[config.mk]
export PLATFORM = sky130hd
export DESIGN_NAME = hp_slot_ctrl
export DESIGN_NICKNAME = d
export VERILOG_FILES = /design/src/rtl/hp_slot_pkg.sv /design/src/rtl/hp_cmd_decode.sv /design/src/rtl/hp_status.sv /design/src/rtl/hp_irq.sv /design/src/rtl/hp_slot_ctrl.sv
export SDC_FILE = /design/constraint.sdc
export NUM_CORES = 1
export LEC_CHECK = 0
export ABC_AREA = 1
export BUFFER_PORTS_ARGS = -buffer_cell sky130_fd_sc_hd__buf_2
export CAP_MARGIN = 20
export CELL_PAD_IN_SITES_DETAIL_PLACEMENT = 0
export CELL_PAD_IN_SITES_GLOBAL_PLACEMENT = 1
export CORE_UTILIZATION = 30
export DETAILED_ROUTE_END_ITERATION = 6
export PLACE_DENSITY = 0.82
export SLEW_MARGIN = 0
export SYNTH_ARGS = -nofsm -noshare
export SYNTH_HDL_FRONTEND = slang
export SYNTH_SLANG_ARGS = --single-unit
[constraint.sdc]
create_clock -name clk -period 2.1 [get_ports clk]
set_clock_uncertainty 0.2 [all_clocks]
set_input_delay 0.525 -clock clk [delete_from_list [all_inputs] [get_ports clk]]
set_output_delay 0.525 -clock clk [all_outputs]
set_load 0.01 [all_outputs]
[src/rtl/hp_slot_pkg.sv]
package hp_slot_pkg;
  localparam int EV_W = 5;
  // event vector order
  localparam int EV_BTN = 0;
  localparam int EV_FLT = 1;
  localparam int EV_PRS = 2;
  localparam int EV_CC  = 3;
  localparam int EV_LNK = 4;
  // control word bit positions (decoded by software)
  localparam int CB_CCIE = 4;
  localparam int CB_HPIE = 5;
  localparam int CB_EIC  = 11;
  localparam logic [15:0] CTL_KEEP = 16'h17FB;
  // status word bit positions
  localparam int SB_EIS = 7;

  function automatic logic [EV_W-1:0] ctl_enables(input logic [15:0] c);
    return {c[12], c[4], c[3], c[1], c[0]};
  endfunction

  function automatic logic [EV_W-1:0] sts_events(input logic [15:0] s);
    return {s[8], s[4], s[3], s[1], s[0]};
  endfunction

  function automatic logic [15:0] pack_status(input logic [EV_W-1:0] e, input logic eis);
    logic [15:0] s;
    s = '0;
    s[0] = e[EV_BTN];
    s[1] = e[EV_FLT];
    s[3] = e[EV_PRS];
    s[4] = e[EV_CC];
    s[8] = e[EV_LNK];
    s[SB_EIS] = eis;
    return s;
  endfunction
endpackage

[src/rtl/hp_cmd_decode.sv]
module hp_cmd_decode
  import hp_slot_pkg::*;
#(
  parameter int ADDR_W  = 10,
  parameter int SLOT_DW = 6
) (
  input  logic              cfg_wr,
  input  logic [ADDR_W-1:0] cfg_addr,
  input  logic [3:0]        cfg_be,
  input  logic [31:0]       cfg_wdata,
  input  logic [15:0]       ctl_q,
  output logic              cmd,
  output logic [15:0]       ctl_d,
  output logic              eis_flip,
  output logic [EV_W-1:0]   clr_ev
);
  logic        hit;
  logic [15:0] merged;
  logic [15:0] sts_w1c;

  assign hit = cfg_wr && (cfg_addr == ADDR_W'(SLOT_DW));
  assign cmd = hit && (|cfg_be[1:0]);

  for (genvar b = 0; b < 2; b++) begin : g_lane
    assign merged[8*b +: 8]  = cfg_be[b]   ? cfg_wdata[8*b +: 8]      : ctl_q[8*b +: 8];
    assign sts_w1c[8*b +: 8] = cfg_be[b+2] ? cfg_wdata[16+8*b +: 8]   : 8'h00;
  end

  assign ctl_d    = cmd ? (merged & CTL_KEEP) : ctl_q;
  assign eis_flip = cmd && cfg_be[1] && cfg_wdata[16'(CB_EIC)];
  assign clr_ev   = hit ? sts_events(sts_w1c) : '0;
endmodule

[src/rtl/hp_status.sv]
module hp_status
  import hp_slot_pkg::*;
(
  input  logic            clk,
  input  logic            rst_n,
  input  logic [EV_W-1:0] set_ev,
  input  logic [EV_W-1:0] clr_ev,
  input  logic            eis_flip,
  output logic [EV_W-1:0] ev_q,
  output logic [EV_W-1:0] ev_rise,
  output logic            eis_q
);
  logic [EV_W-1:0] ev_d;

  assign ev_d    = (ev_q & ~clr_ev) | set_ev;
  assign ev_rise = ev_d & ~ev_q;

  always_ff @(posedge clk) begin
    if (!rst_n) begin
      ev_q  <= '0;
      eis_q <= 1'b0;
    end else begin
      ev_q  <= ev_d;
      eis_q <= eis_q ^ eis_flip;
    end
  end
endmodule

[src/rtl/hp_irq.sv]
module hp_irq
  import hp_slot_pkg::*;
(
  input  logic            clk,
  input  logic            rst_n,
  input  logic            msi_enable,
  input  logic            cmd,
  input  logic [15:0]     ctl_q,
  input  logic [15:0]     ctl_d,
  input  logic [EV_W-1:0] ev_q,
  input  logic [EV_W-1:0] ev_rise,
  output logic            msi_req,
  output logic            intx_level
);
  logic [EV_W-1:0] en_old, en_new, en_up;
  logic            fire;

  assign en_old = ctl_enables(ctl_q);
  assign en_new = ctl_enables(ctl_d);
  assign en_up  = cmd ? (en_new & ~en_old) : '0;
  assign fire   = msi_enable && ctl_d[CB_HPIE] &&
                  ((|(en_up & ev_q)) || (|(ev_rise & en_new)));

  always_ff @(posedge clk) begin
    if (!rst_n) msi_req <= 1'b0;
    else        msi_req <= fire;
  end

  assign intx_level = !msi_enable && ctl_q[CB_HPIE] && (|(en_old & ev_q));
endmodule

[src/rtl/hp_slot_ctrl.sv]
module hp_slot_ctrl
  import hp_slot_pkg::*;
#(
  parameter int ADDR_W  = 10,
  parameter int SLOT_DW = 6
) (
  input  logic              clk,
  input  logic              rst_n,
  input  logic              cfg_wr,
  input  logic              cfg_rd,
  input  logic [ADDR_W-1:0] cfg_addr,
  input  logic [3:0]        cfg_be,
  input  logic [31:0]       cfg_wdata,
  output logic [31:0]       cfg_rdata,
  output logic              cfg_rvalid,
  input  logic [3:0]        hw_evt,
  input  logic              msi_enable,
  output logic              msi_req,
  output logic              intx_level
);
  logic [15:0]     ctl_q, ctl_d;
  logic            cmd, eis_flip, eis_q;
  logic [EV_W-1:0] clr_ev, set_ev, ev_q, ev_rise;

  hp_cmd_decode #(.ADDR_W(ADDR_W), .SLOT_DW(SLOT_DW)) u_dec (
    .cfg_wr(cfg_wr), .cfg_addr(cfg_addr), .cfg_be(cfg_be), .cfg_wdata(cfg_wdata),
    .ctl_q(ctl_q), .cmd(cmd), .ctl_d(ctl_d), .eis_flip(eis_flip), .clr_ev(clr_ev)
  );

  assign set_ev = {hw_evt[3], cmd, hw_evt[2], hw_evt[1], hw_evt[0]};

  hp_status u_sts (
    .clk(clk), .rst_n(rst_n), .set_ev(set_ev), .clr_ev(clr_ev),
    .eis_flip(eis_flip), .ev_q(ev_q), .ev_rise(ev_rise), .eis_q(eis_q)
  );

  hp_irq u_irq (
    .clk(clk), .rst_n(rst_n), .msi_enable(msi_enable), .cmd(cmd),
    .ctl_q(ctl_q), .ctl_d(ctl_d), .ev_q(ev_q), .ev_rise(ev_rise),
    .msi_req(msi_req), .intx_level(intx_level)
  );

  always_ff @(posedge clk) begin
    if (!rst_n) begin
      ctl_q      <= '0;
      cfg_rvalid <= 1'b0;
      cfg_rdata  <= '0;
    end else begin
      ctl_q      <= ctl_d;
      cfg_rvalid <= cfg_rd;
      if (cfg_rd)
        cfg_rdata <= (cfg_addr == ADDR_W'(SLOT_DW)) ? {pack_status(ev_q, eis_q), ctl_q} : 32'h0;
    end
  end
endmodule

After elaboration in Yosys (flattened, before gate mapping). Index checks and enable logic that the tools add are counted. W data, S select, Z words.

Register bits: 51. Input port bits: 55. Output and inout port bits: 35. Logic and storage cells: 44.

Equal/unequal tests: 1. Multiplexer cells: 8. Bitwise operators: 11. Reduce and logical (&&, ||, !) cells: 16.

Operators with widths (number): $and A5 B5 Y5 (6); $mux W25 (1); $mux W5 (4); $not A5 Y5 (3); $reduce_or A5 Y1 (3); $mux W13 (1); $eq A10 B3 Y1 const B (1); $logic_and A1 B1 Y1 (8); $mux W8 (1); $or A5 B5 Y5 (1); $reduce_and A2 Y1 (2); $reduce_or A2 Y1 (1); $logic_not A1 Y1 (1); $logic_or A1 B1 Y1 (1); $mux W1 (1); $xor A1 B1 Y1 (1).

Longest topological paths before layout. Gate-level depths: netlist of the first run.

Depth after elaboration: 11. Gate-level depth with buffers: 11. Gate-level depth less buffers: 11.

Modules after synthesis. A second synthesis of the first run with hierarchy kept.

Cell total of the unflattened synthesis: 367. Area, all modules: 2496.1 um^2.

Modules (own cells, without submodules): hp_slot_ctrl (times used 1, cells each 175, area each 1473.9 um^2, seq. area each 780.7 um^2); hp_cmd_decode (times used 1, cells each 120, area each 604.3 um^2, seq. area each 0.0 um^2); hp_status (times used 1, cells each 36, area each 245.2 um^2, seq. area each 120.1 um^2); hp_irq (times used 1, cells each 36, area each 172.7 um^2, seq. area each 20.0 um^2).

Least setup slack after synthesis of the first run. OpenSTA, ideal clock, no wires.

Path kind: in2reg. Start point: input cfg_addr[5]. End point: register ctl_q[5]. Setup time: 0.116 ns. Arrival: 1.524 ns. Required time: 1.784 ns. Setup slack: 0.260 ns. Stages on the path: 6. Buffers on the path: 0. Cell sequence: nor2_2 > nand3_2 > nor3_4 > nand2_2 > or2_0 > and3_1.

Longest elaborated chain between the ends: 4.

Ends and longest elaborated chain: start: declaration (RTL line hp_slot_ctrl.sv:11) `input logic [ADDR_W-1:0] cfg_addr,`; $eq A10 B3 Y1 (RTL line hp_cmd_decode.sv:21) `assign hit = cfg_wr && (cfg_addr == ADDR_W'(SLOT_DW));`; $logic_and A1 B1 Y1 (RTL line hp_cmd_decode.sv:21); $logic_and A1 B1 Y1 (RTL line hp_cmd_decode.sv:22) `assign cmd = hit && (|cfg_be[1:0]);`; $mux W13 (RTL line hp_cmd_decode.sv:29) `assign ctl_d = cmd ? (merged & CTL_KEEP) : ctl_q;`; end signal: assignment (RTL line hp_slot_ctrl.sv:49) `ctl_q <= ctl_d;`; end: declaration (RTL line hp_slot_ctrl.sv:21) `logic [15:0] ctl_q, ctl_d;`.

Every way passes these cells. A chain may end at the register's enable or synchronous reset.

Worst setup path in the final report of the first run.
Start point: register ctl_q[4]. End point: output intx_level.

Longest elaborated chain between the ends: 3.

Ends and longest elaborated chain: $and A5 B5 Y5 (RTL line hp_irq.sv:29) `assign intx_level = !msi_enable && ctl_q[CB_HPIE] && (|(en_old & ev_q));`; $reduce_or A5 Y1 (RTL line hp_irq.sv:29); $logic_and A1 B1 Y1 (RTL line hp_irq.sv:29); end: declaration (RTL line hp_slot_ctrl.sv:19) `output logic intx_level`.

Every way passes these cells.

==> results of run 1 <==
[routing by layer]
metal	wire length, microns	part of all wire, %	GRT usage [%]	up-vias
li1	-	-	-	876
met1	1960	48	18.1	698
met2	1810	45	23.3	54
met3	252	6.2	5.18	4
met4	37	0.91	4.53	0
met5	0	0	0	-
[placed cells by master (no fill, tap or decap), drive strengths merged]
master	count
a21oi	35
a221oi	1
and3	1
buf	67
clkbuf	8
conb	15
dfxtp	36
inv	22
nand2	54
nand3	15
nand4	6
nor2	17
nor3	2
o21ai	23
or2	2
[area by class of cell]
type / instances / area share (%)
Multi-Input combinational cell: 171 / 37.8
Sequential cell: 36 / 33.5
Timing Repair Buffer: 67 / 16.5
Clock buffer: 8 / 4.18
Tap cell: 72 / 4.18
Inverter: 22 / 3.83
[worst min-delay path, stage by stage (launching register included)]
cell and delay, ns:
dfxtp_1 0.31, inv_1 0.05, a21oi_1 0.05
[power by group]
part | total [W] | internal (W) | switching [W]
Combinational | 0.000145 | 0.0000587 | 0.0000861
Clock | 0.000503 | 0.000267 | 0.000236
Sequential | 0.000720 | 0.000705 | 0.0000152
Total | 0.00137 | 0.00103 | 0.000337
[per-stage QoR]
stage                     area (sq um)  setup WS (ns)
after floorplan                   1760          0.260
after global placement            2050         0.0727
after detailed placement          2050         0.0600
after CTS                         2140         0.0405
after global routing              2160         0.0132
final                             2160          0.124
[registers in the layout (all words and copies together), names as in the netlist]
name	count
cfg_rdata	17
u_sts.eis_q	1
cfg_rvalid	1
ctl_q	11
u_irq.msi_req	1
u_sts.ev_q	5
[cell families (layout without fill, tap and decap cells)]
logic type / count (synthesis) / count (layout)
other cells: 1 / 15
buf+inv: 46 / 97
flops: 36 / 36
simple gates: 97 / 97
compound gates: 59 / 59
[worst paths after layout]
| check | endpoint | slack [ns] | cells after the start |
|---|---|---|---|
| worst max register to register | u_irq.msi_req | 0.66 | 8 |
| worst max-delay path | intx_level | 0.12 | 5 |
| worst min register to register | ctl_q[10] | 0.25 | 2 |
| worst min-delay path | ctl_q[10] | 0.25 | 2 |
==> out/metrics.csv, run 1 <==
stage,metric,value,unit
cts,cts_resized,0,
drt,num_vias,1632,
yosys,ys_async_sr_fraction,0,%
sta,hold_viol,0,
setup_path,cpMaxStageDelayCell,dfxtp_1,
yosys,synth_top_area_share,42.3,%
yosys,synth.distinct_cells,24,
setup_path,crit_chain,nand2_1 > nand3_1 > a221oi_2 > nor3_2 > buf_2,
cts,cts_tree,built,
hold_path,min_from,ctl_q[10],
sta,drv_slew,0,
setup_path,cp_num_buf_inv,1,
power,finalPower,0.00137,W
sta,tightest_slew,0.513,ns
sta,setup_viol,0,
floorplan,core-area,0.00547,sq mm
finish,ff_latch_area,723,sq um
grt,gr-total-overflow,0,
placement,dpl.hpwl,3080,microns
yosys,syn_inst,239,
finish,multi_input_area,815,sq um
hold_path,hold_path_class,reg2reg,
placement,place.gp.congestion,0.819,
grt,first_global_vias,1508,
grt,grt_max_degree,36,
cts,cts_buffers,5,
drt,drtAntennaViolNets,0,
yosys,synth-xor-area-share,0,%
finish,syn2layout_area_growth,26.6,%
yosys,synth-compound-area-share,17.8,%
cts,clkLatencyLatePin,0.29,ns
yosys,syn-cell-area,0.00170,sq mm
sta,grt_setup_unrepaired,no,
cts,clk_pin_slew_worst_paths,0.07,ns
finish,nNetsFinal,358,
setup_path,crit_path_start_kind,register,
yosys,synth_flop_cell,dfxtp_1,
setup_path,cp_top_family,flip-flops,
sta,holdWs,0.248,ns
power,leakage,1.01,nW
placement,portBuffers,59,
yosys,synthSimpleGateAreaFrac,26.1,%
floorplan,floorplan.initialDensity,31.1,%
drt,drc,0,
cts,holdBufCountCts,0,
yosys,synth_top_family_by_area,simple AND/OR/NAND/NOR gates,
setup_path,critPathArrivalTime,1.25,ns
drt,wl_per_cell,10.8,microns
flow_run,cap_viol_max_count,0,
yosys,synth_edf_count,0,
power,powerDensity,635,mW/mm^2
floorplan,die_h,77.3,microns
grt,grtUsageTotal,14.5,%
floorplan,rows,27,
sta,slew_headroom,65.8,%
drt,routed_wl,4060,microns
sta,min_period_over_period,94.1,%
finish,final_core_util,39.4,%
floorplan,ios,90,
setup_path,worstPathMaxFanout,4,
yosys,avgSynthCellArea,7.13,sq um
floorplan,die_area,0.00598,sq mm
yosys,yosysSeqAreaShare,42.3,%
drt,firstDrtPassIters,4,
setup_path,critPathKind,reg2out,
power,vdd_drop_max,348,uV
drt,viasPerCell,4.34,
cts,post-cts-setup-buffers,0,
setup_path,critPathCaptureType,output port,
yosys,synth.most_common_cell,nand2_1,
grt,antenna_found_initial,0,
setup_path,r2r_start,ctl_q[0],
cts,clockBufferDepth,2,
cts,cts_sinks,36,
sta,max_freq,506,MHz
finish,drive_above_1_share,29.3,%
grt,grt_pass1_wl,6710,microns
setup_path,crit_start,ctl_q[4],
setup_path,cp.required,1.37,ns
placement,place_inst,368,
finish,n_antenna_cell,0,
sta,finalSetupTns,0,ns
yosys,synthTopCellsByCount,"nand2_1 (52), dfxtp_1 (36), a21oi_1 (34)",
status,status,"complete, no violations",
yosys,synth_top_area_cell,dfxtp_1,
cts,htree_levels,2,
cts,root_buffer,clkbuf_8,
floorplan,die_w,77.3,microns
finish,final_cells,376,
yosys,synthMuxAreaShare,0,%
drt,drt_iter0_drc,46,
sta,period_needed,1.98,ns
setup_path,slowest_delay,0.34,ns
yosys,synthTopCellsByArea,"dfxtp_1 (42%), nand2_1 (11%), a21oi_1 (10%)",
yosys,synthAdderAreaFrac,0,%
finish,nFillCells,598,
yosys,yosysWarnings,0,
yosys,synth_seq_cells,36,
(Power assumes the default switching activity.)
==> inputs of run 2 (changes only) <==
--- a/config.mk
+++ b/config.mk
@@ -5,14 +5,14 @@
 export SDC_FILE = /design/constraint.sdc
 export NUM_CORES = 1
 export LEC_CHECK = 0
-export ABC_AREA = 1
 export BUFFER_PORTS_ARGS = -buffer_cell sky130_fd_sc_hd__buf_2
 export CAP_MARGIN = 20
 export CELL_PAD_IN_SITES_DETAIL_PLACEMENT = 0
 export CELL_PAD_IN_SITES_GLOBAL_PLACEMENT = 1
-export CORE_UTILIZATION = 30
+export CORE_UTILIZATION = 32
 export DETAILED_ROUTE_END_ITERATION = 6
-export PLACE_DENSITY = 0.82
+export GPL_ROUTABILITY_DRIVEN = 0
+export PLACE_DENSITY = 0.83
 export SLEW_MARGIN = 0
 export SYNTH_ARGS = -nofsm -noshare
 export SYNTH_HDL_FRONTEND = slang
==> run 2 against run 1 <==
First-iteration DRC count rose by 52%. Largest cell class unchanged. Utilization rose by 3.3 points. Total power fell by 2.5%. Non-clock buffer count did not move. Fmax fell by 3.9%. Critical path type is now in2reg. Flip-flop and latch count did not move.
==> out/metrics.csv, run 2 <==
stage,metric,value,unit,change
yosys,synth.most_common_cell,nor2b_1,,
finish,drive_above_1_share,31.6,%,+2.4 points
yosys,synth_edf_count,0,,unchanged
setup_path,cp.required,2.11,ns,+0.74 ns
finish,top_register,cfg_rdata,,
setup_path,critPathKind,in2reg,,
finish,final_common_cell,buf_2,,
floorplan,floorplan.initialDensity,33.5,%,+2.4 points
cts,post-cts-setup-buffers,0,,unchanged
finish,syn2layout_area_growth,27.3,%,
setup_path,critPathCaptureType,register,,
setup_path,cpMaxStageDelayCell,or4_4,,
cts,cts_tree,built,,
setup_path,reg2reg_slack,0.69,ns,+0.03 ns
yosys,synth_top_area_cell,dfxtp_1,,
sta,finalSetupTns,0,ns,unchanged
cts,htree_levels,2,,unchanged
drt,wl_per_cell,12.4,microns,+15%
floorplan,ios,90,,unchanged
yosys,synth_flop_cell,dfxtp_1,,
sta,hold_viol,0,,unchanged
yosys,synth_seq_cells,36,,unchanged
setup_path,crit_top_cell,or4_4,,
power,finalPower,0.00133,W,-2.5%
sta,setup_viol,0,,unchanged
drt,routed_wl,4040,microns,-0.66%
yosys,syn_inst,191,,-20%
setup_path,slowest_delay,0.53,ns,+0.19 ns
yosys,yosysWarnings,0,,unchanged
hold_path,hold_path_class,in2reg,,
setup_path,worstPathMaxFanout,5,,+1
drt,num_vias,1522,,-6.7%
cts,clkLatencyLatePin,0.28,ns,about the same
power,leakage,0.970,nW,-3.7%
floorplan,core-area,0.00514,sq mm,-6.1%
sta,min_period_over_period,97.9,%,+3.9 points
flow_run,cap_viol_max_count,0,,unchanged
sta,layout_setup_ws,0.0433,ns,-0.0810 ns
yosys,synth.distinct_cells,34,,+42%
placement,dpl_worst_slack,-0.249,ns,-0.309 ns
placement,portBuffers,59,,unchanged
grt,first_global_vias,1459,,-3.2%
yosys,ys_async_sr_fraction,0,%,unchanged
finish,n_antenna_cell,0,,unchanged
status,status,"complete, no violations",,
setup_path,critPathArrivalTime,2.07,ns,+0.82 ns
yosys,syn-cell-area,0.00172,sq mm,+1.2%
yosys,synth_top_area_share,41.8,%,-0.49 points
yosys,synthTopCellsByCount,"nor2b_1 (44), dfxtp_1 (36), a21oi_1 (20)",,
sta,max_freq,486,MHz,-3.9%
floorplan,die_h,75.4,microns,-2.5%
finish,final_core_util,42.7,%,+3.3 points
cts,cts_buffers,5,,unchanged
grt,grt_max_degree,21,,-42%
setup_path,crit_chain,buf_2 > or4_4 > or4_4 > mux2_4 > a31oi_1,,
cts,cts_resized,0,,unchanged
cts,clockBufferDepth,2,,unchanged
sta,drv_slew,0,,unchanged
cts,holdBufCountCts,0,,unchanged
finish,nFillCells,569,,-4.8%
drt,firstDrtPassIters,4,,unchanged
sta,grt_setup_unrepaired,no,,
grt,antenna_found_initial,0,,unchanged
grt,grtUsageTotal,15.2,%,+0.68 points
drt,drt_iter0_drc,70,,+52%
cts,clk_pin_slew_worst_paths,0.07,ns,about the same
finish,nNetsFinal,311,,-13%
grt,grt_pass1_wl,6400,microns,-4.7%
yosys,synthTopCellsByArea,"dfxtp_1 (42%), nor2b_1 (16%), buf_4 (6.5%)",,
yosys,avgSynthCellArea,9.02,sq um,+27%
sta,period_needed,2.06,ns,+0.0810 ns
finish,mostFrequentLayoutCells,"buf_2 (59), nor2b_1 (44), dfxtp_1 (36), a21oi_1 (20), conb_1 (15)",,
drt,drtAntennaViolNets,0,,unchanged
setup_path,crit_path_start_kind,input pin,,
finish,top_regs,"cfg_rdata (17), ctl_q (11), u_sts.ev_q (5)",,
power,powerDensity,608,mW/mm^2,-4.2%
grt,gr-total-overflow,0,,unchanged
yosys,yosysSeqAreaShare,41.8,%,-0.49 points
floorplan,die_area,0.00568,sq mm,-5.0%
placement,dpl.hpwl,3000,microns,-2.6%
drt,viasPerCell,4.67,,+7.6%
cts,cts_sinks,36,,unchanged
floorplan,die_w,75.4,microns,-2.5%
cts,root_buffer,clkbuf_8,,
floorplan,rows,26,,-3.7%
power,vdd_drop_max,310,uV,-11%
drt,drc,0,,unchanged
finish,largest_reg_flops,17,,unchanged
==> run 2: cell types whose count changed in the layout (fill, tap and decap cells not counted), moves of 13 or more <==
cell / before / now
a21oi_1: 34 / 20
inv_1: 20 / 0
nand2_1: 52 / 14
nor2_1: 15 / 2
nor2b_1: 0 / 44
o21ai_0: 23 / 0
==> run 2: kinds of logic (layout without fill, tap and decap cells) <==
group,count (synthesis),in the layout,synth area share [%]
buffers and inverters,23,74,8.50
muxes,10,10,5.96
AOI/OAI and AO/OA,40,40,14.8
xor gates and xnor gates,1,1,0.508
and+or+nand+nor,80,80,28.2
other,1,15,0.218
DFF,36,36,41.8
==> run 2: critical path: cells and delay by family <==
family	cells	cell delay [ns]
AOI/OAI and AO/OA	1	0.12
buffers and inverters	1	0.09
muxes	1	0.32
and+or+nand+nor	2	1.01
==> run 2: worst paths after layout <==
check,startpoint,endpoint,depth (start not counted)
worst max-delay path,cfg_addr[7],u_irq.msi_req,5
worst min-delay path,msi_enable,u_irq.msi_req,3
worst max register to register,u_sts.ev_q[2],u_irq.msi_req,4
worst min register to register,ctl_q[5],ctl_q[5],2
==> run 2: final cells by class <==
class                      count  area (sq um)  area share (%)
multi-input combinational    146           921            42.0
sequential                    36           721            32.9
timing repair buffer          67           368            16.8
tap                           70          87.6            3.99
clock buffer                   7          96.3            4.39
==> run 2: per-layer routing <==
metal / up-vias / routed length, microns / global-route usage, % / share of wire, %
met5: - / 0 / 0 / 0
met4: 0 / 35 / 5.14 / 0.87
met3: 5 / 326 / 4.89 / 8.1
met2: 63 / 1780 / 25.3 / 44
met1: 703 / 1900 / 18.6 / 47
li1: 751 / - / - / -
==> run 2: stage by stage <==
stage          hold WS, ns  instance area [sq um]  cells
2_1_floorplan        0.273                   1790    205
3_3_place_gp         0.292                   2100    319
4_1_cts              0.263                   2190    326
5_1_grt              0.266                   2190    326
6_report             0.266                   2190    326
3_5_place_dp         0.297                   2100    319
==> run 2: power by group <==
part / total (W) / internal [W] / switching, W
logic: 0.000111 / 0.0000535 / 0.0000578
clock network: 0.000526 / 0.000292 / 0.000234
registers: 0.000697 / 0.000689 / 0.00000770
